File: config.mk
export PLATFORM = sky130hd
export DESIGN_NAME = legacy_disp_router
export DESIGN_NICKNAME = d
export VERILOG_FILES = /design/src/rtl/lgd_pkg.sv /design/src/rtl/lgd_mda_reg.sv /design/src/rtl/lgd_mem_decode.sv /design/src/rtl/lgd_io_decode.sv /design/src/rtl/legacy_disp_router.sv
export SDC_FILE = /design/constraint.sdc
export NUM_CORES = 1
export LEC_CHECK = 0
export ABC_AREA = 0
export BUFFER_PORTS_ARGS = -buffer_cell sky130_fd_sc_hd__clkbuf_2
export CAP_MARGIN = 20
export CORE_UTILIZATION = 29
export CTS_CLUSTER_SIZE = 16
export DETAILED_ROUTE_END_ITERATION = 6
export PLACE_DENSITY = 0.75
export SYNTH_ARGS = -nofsm -noshare
export SYNTH_HDL_FRONTEND = slang
export SYNTH_SLANG_ARGS = --single-unit
File: constraint.sdc
create_clock -name clk -period 1.3 [get_ports clk]
set_input_delay 0.195 -clock clk [delete_from_list [all_inputs] [get_ports clk]]
set_output_delay 0.195 -clock clk [all_outputs]
set_load 0.03 [all_outputs]
File: src/rtl/lgd_pkg.sv
package lgd_pkg;

  localparam logic [31:0] VGA_MEM_LO = 32'h000A_0000;
  localparam logic [31:0] VGA_MEM_HI = 32'h000B_FFFF;
  localparam logic [31:0] MDA_MEM_LO = 32'h000B_0000;
  localparam logic [31:0] MDA_MEM_HI = 32'h000B_7FFF;

  // 10-bit (alias-free) I/O classification
  function automatic logic io_is_vga(input logic [9:0] a);
    return ((a >= 10'h3B0) && (a <= 10'h3BB)) || ((a >= 10'h3C0) && (a <= 10'h3DF));
  endfunction

  function automatic logic io_is_mda(input logic [9:0] a);
    case (a)
      10'h3B4, 10'h3B5, 10'h3B8, 10'h3B9, 10'h3BA, 10'h3BF: return 1'b1;
      default: return 1'b0;
    endcase
  endfunction

  function automatic logic io_is_hole(input logic [9:0] a);
    return (a >= 10'h3BC) && (a <= 10'h3BF);
  endfunction

endpackage

File: src/rtl/lgd_mda_reg.sv
module lgd_mda_reg (
  input  logic clk,
  input  logic rst,
  input  logic wr,
  input  logic wdata,
  output logic q
);
  always_ff @(posedge clk) begin
    if (rst)     q <= 1'b0;
    else if (wr) q <= wdata;
  end
endmodule

File: src/rtl/lgd_mem_decode.sv
module lgd_mem_decode
  import lgd_pkg::*;
#(
  parameter int ADDR_W = 32
) (
  input  logic [ADDR_W-1:0] addr,
  output logic              in_vga,
  output logic              in_mda
);
  localparam logic [ADDR_W-1:0] V_LO = ADDR_W'(VGA_MEM_LO);
  localparam logic [ADDR_W-1:0] V_HI = ADDR_W'(VGA_MEM_HI);
  localparam logic [ADDR_W-1:0] M_LO = ADDR_W'(MDA_MEM_LO);
  localparam logic [ADDR_W-1:0] M_HI = ADDR_W'(MDA_MEM_HI);

  always_comb begin
    in_vga = (addr >= V_LO) && (addr <= V_HI);
    in_mda = (addr >= M_LO) && (addr <= M_HI);
  end
endmodule

File: src/rtl/lgd_io_decode.sv
module lgd_io_decode
  import lgd_pkg::*;
#(
  parameter int LANES = 4,
  parameter int WIN_W = 4
) (
  input  logic [15:$clog2(LANES)] io_addr,
  input  logic [LANES-1:0]        be,
  input  logic [WIN_W-1:0]        win_base,
  input  logic [WIN_W-1:0]        win_limit,
  output logic                    any_vga,
  output logic                    any_mda,
  output logic                    any_hole,
  output logic                    in_window
);
  localparam int LANE_SH = $clog2(LANES);
  localparam int WIN_LO  = 16 - WIN_W;

  logic [LANES-1:0] hit_v, hit_m, hit_h;

  // one classifier per byte lane; bits [15:10] never enter the compare
  for (genvar i = 0; i < LANES; i++) begin : g_lane
    logic [9:0] lane_a;
    assign lane_a   = {io_addr[9:LANE_SH], LANE_SH'(i)};
    assign hit_v[i] = be[i] & io_is_vga(lane_a);
    assign hit_m[i] = be[i] & io_is_mda(lane_a);
    assign hit_h[i] = be[i] & io_is_hole(lane_a);
  end

  logic [WIN_W-1:0] win_key;
  assign win_key = io_addr[15:WIN_LO];

  always_comb begin
    any_vga   = |hit_v;
    any_mda   = |hit_m;
    any_hole  = |hit_h;
    in_window = (win_key >= win_base) && (win_key <= win_limit);
  end
endmodule

File: src/rtl/legacy_disp_router.sv
module legacy_disp_router #(
  parameter int ADDR_W = 32,
  parameter int LANES  = 4,
  parameter int WIN_W  = 4
) (
  input  logic              clk,
  input  logic              rst,
  input  logic              req_valid,
  input  logic              req_is_io,
  input  logic [ADDR_W-1:0] req_addr,
  input  logic [LANES-1:0]  req_be,
  input  logic              vga_en,
  input  logic              mem_en,
  input  logic              io_en,
  input  logic [WIN_W-1:0]  io_base,
  input  logic [WIN_W-1:0]  io_limit,
  input  logic              mdap_wr,
  input  logic              mdap_wdata,
  output logic              mdap_q,
  output logic              claim_vld,
  output logic              claim,
  output logic              cfg_err
);
  localparam int LANE_SH = $clog2(LANES);

  logic mdap;
  logic io_vga, io_mda, io_hole, io_win;
  logic mem_vga, mem_mda;
  logic io_ok, mem_ok, decide, illegal;

  lgd_mda_reg u_mdap (
    .clk   (clk),
    .rst   (rst),
    .wr    (mdap_wr),
    .wdata (mdap_wdata),
    .q     (mdap)
  );

  lgd_io_decode #(.LANES(LANES), .WIN_W(WIN_W)) u_io (
    .io_addr   (req_addr[15:LANE_SH]),
    .be        (req_be),
    .win_base  (io_base),
    .win_limit (io_limit),
    .any_vga   (io_vga),
    .any_mda   (io_mda),
    .any_hole  (io_hole),
    .in_window (io_win)
  );

  lgd_mem_decode #(.ADDR_W(ADDR_W)) u_mem (
    .addr   (req_addr),
    .in_vga (mem_vga),
    .in_mda (mem_mda)
  );

  always_comb begin
    illegal = ~vga_en & mdap;
    io_ok   = io_en & vga_en & (|req_be) & (io_vga | (io_hole & io_win))
              & ~(mdap & io_mda);
    mem_ok  = mem_en & vga_en & (|req_be) & mem_vga & ~(mdap & mem_mda);
    decide  = req_is_io ? io_ok : mem_ok;
  end

  always_ff @(posedge clk) begin
    if (rst) begin
      claim_vld <= 1'b0;
      claim     <= 1'b0;
      cfg_err   <= 1'b0;
    end else begin
      claim_vld <= req_valid;
      claim     <= req_valid & decide;
      cfg_err   <= illegal;
    end
  end

  assign mdap_q = mdap;
endmodule

==> parameters.txt <==
Parameter                              Value

Run status
  Result of the run ... finished clean

Pwr
  Switching component of the power ... 140 uW
  Largest vdd supply drop ... 231 uV
  Combinational power share ... 43.6%
  Static Leakage ... 0.479 nW
  Internal power component ... 352 uW
  Fraction of power spent switching nets ... 28.4%
  Power per standard cell area ... 549 nW/um^2
  Part of the total power dissipated in the clock network ... 30.0%
  Total power of the final layout ... 492 uW
  Sequential share of power ... 26.5%

Synth
  Gate count of the mapped netlist ... 62
  FFs w/ async S/R, synth ... 0%
  Xor-xnor portion of the synthesized cell area ... 0%
  Count of different cell masters after synthesis ... 27
  Flop and latch count out of synthesis ... 4
  Compound-gate portion of the synthesized area ... 20.1%
  Average instance area after synthesis ... 7.75 um^2
  Mapped cell area ... 480 um^2
  Most used flip-flop cell after synthesis ... dfxtp_1
  Warning count from the yosys run ... 0
  Area fraction in and, or, nand and nor cells after synthesis ... 34.9%
  Net count of the mapped netlist ... 123
  Number of flops mapped to enable cells by yosys ... 0
  Register area share after synthesis ... 16.7%
  Synth Area in Adders ... 20.8%
  Multiplexer area fraction after synthesis ... 2.08%
  Combinational family with the most area after synthesis ... simple AND/OR/NAND/NOR gates

Critical path
  Data required time at the worst endpoint ... 1400 ps
  CP cell instances ... clkbuf_2, nand4_1, or4_1, a311o_1, nand3_2, o21ai_2
  Nature of the critical path endpoint ... flop
  Category of the worst setup path launch point ... primary input
  Critical-path cell with the highest stage delay ... or4_1
  Arrival time of data at the critical path endpoint ... 1350 ps
  Worst-path fanout max ... 3
  Largest stage delay, worst path ... 530 ps
  CP top delay family ... simple AND/OR/NAND/NOR gates
  Crit path buffers/inverters ... 1
  Crit Path Class ... in2reg

Die
  Initial Utilization ... 31.5%
  Die area ... 1820 um^2
  Width of the chip ... 42.7 um
  Core Box Area ... 1520 um^2
  Number of placement rows ... 14
  Vertical die dimension ... 42.7 um
  IO Count ... 57

Layout
  Area of all placed cells without fillers ... 896 um^2
  # nets final ... 190
  Filler cells ... 135
  Storage cell area ... 80.1 um^2
  Total inserted antenna cells ... 0
  Layout cell share with drive strength beyond 1 ... 57.5%
  Area occupied by multi-input gates ... 422 um^2
  Synth-to-layout area growth ... 86.5%
  Utilization after layout ... 58.8%

Drt
  Drt drc ... 0
  Detailed Route Iter0 Violations ... 12
  Wire length after detailed routing ... 1.60 mm
  Number of nets with antenna violations after routing ... 0
  Total number of vias ... 736
  Routed wirelength normalized by instance count ... 11.2 um
  First-pass detailed-route iteration total ... 4
  Ratio of routed vias to standard cells ... 5.15

STA
  Slew at the pin with the worst max-slew slack ... 439 ps
  Clock tree skew after final layout ... 5.22 ps
  Fraction of the cycle the final worst path needs ... 95.9%
  Slack of the critical path ... 53.0 ps
  Final hold violation count ... 0
  Tightest slew margin relative to the limit ... 70.3%
  Max-slew violation count ... 0
  Final min period ... 1250 ps
  Max frequency ... 802 MHz
  Setup TNS ... 0 ps
  Count of final setup violators ... 0

Placed design
  Gpl congestion ... 0.791
  Post-DP HPWL ... 1.49 mm
  Port Buf Inserts ... 56
  Instance area after placement ... 832 um^2
  Worst-case setup slack after placement ... -215 ps

Clocking
  Number of clock sinks ... 4
  Number of post-CTS setup repair buffers ... 0
  Worst-path clk slew ... 40 ps
  H-tree level count ... 1
  Clock insertion delay at the later pin of the skew report ... 230 ps
  Root buffer selected by CTS ... clkbuf_4
  Maximum buffer depth of the clock tree ... 2
  Clock tree from TritonCTS ... built
  Cts bufs inserted ... 3

Global route
  Initial antenna violation count ... 0
  Maximum number of pins on one net before global-route repair ... 6
  Via count of the first global-routing pass ... 739
  Wire length of the first global-routing pass ... 2.73 mm
  Total congestion overflow ... 0
  GRT Total Usage ... 18.3%

Worst hold path
  Worst min path class ... in2reg

Run
  Number of max-cap violations ... 0
-- what timing repair did --
action,in CTS,in global routing
endpoints found under the setup margin,0,1
hold buffers,0,0
resized for setup,0,6
-- cell type report --
cell class              instances  area share (%)
clock buffers                   3            2.51
inverters                       7            2.93
multi-input cells              51            47.1
flip-flops and latches          4            8.94
well taps                      16            2.23
repair buffers                 62            36.3
-- path summary, 6_finish.rpt --
kind,from,end,slack [ps],depth (start not counted)
min,vga_en,cfg_err,150,2
max,req_addr[5],claim,50,6
min reg2reg,u_mdap.q,cfg_err,530,1
max reg2reg,u_mdap.q,claim,160,3
-- cell usage after synthesis, types with 3 or more instances --
master   count  area [um^2]
dfxtp_1      4         80.1
ha_1         8          100
inv_1        7         26.3
nand2_1      4         15.0
nand4_1      5         31.3
nor2_1       5         18.8
nor4b_1      3         26.3
-- through the flow --
stage | hold slack, ps | instances
2_1_floorplan | 267 | 62
3_3_place_gp | 379 | 140
3_5_place_dp | 377 | 140
4_1_cts | 147 | 143
5_1_grt | 174 | 143
6_report | 150 | 143
-- power groups by stage --
stage	clock network (mW)	logic [mW]	registers, mW
after CTS	0.152	0.199	0.130
after global placement	0	0.191	0.132
final	0.147	0.215	0.130
after floorplan	0	0.0684	0.140
after detailed placement	0	0.198	0.132
after global routing	0.156	0.237	0.131
-- state kept, by name, summed over array words and instances (netlist names) --
name and count:
claim_vld 1, u_mdap.q 1, cfg_err 1, claim 1
-- logic make-up after synthesis --
group | count (synthesis)
mux | 1
buf+inv | 7
simple gates | 29
fa+ha+maj | 8
flops | 4
compound gates | 13
-- routing by layer --
metal / up-vias / share of wire (%) / global-route usage, %
met1: 327 / 39 / 20.4
li1: 373 / - / -
met3: 0 / 5.3 / 0.426
met2: 36 / 55 / 38.2
met5: - / 0 / 0
met4: 0 / 0 / 1.88
-- cell usage in the layout (no fill, tap or decap), types with 2 or more instances in the layout --
cell type	Yosys	routed
a21oi_1	2	2
buf_4	0	6
clkbuf_2	0	56
clkbuf_4	0	3
dfxtp_1	4	4
ha_1	8	7
inv_1	7	6
nand2_1	4	4
nand4_1	5	5
nor2_1	5	5
nor2b_1	2	2
nor4b_1	3	3
o311a_1	2	2
No activity file was read; power rests on OpenSTA's default activity.
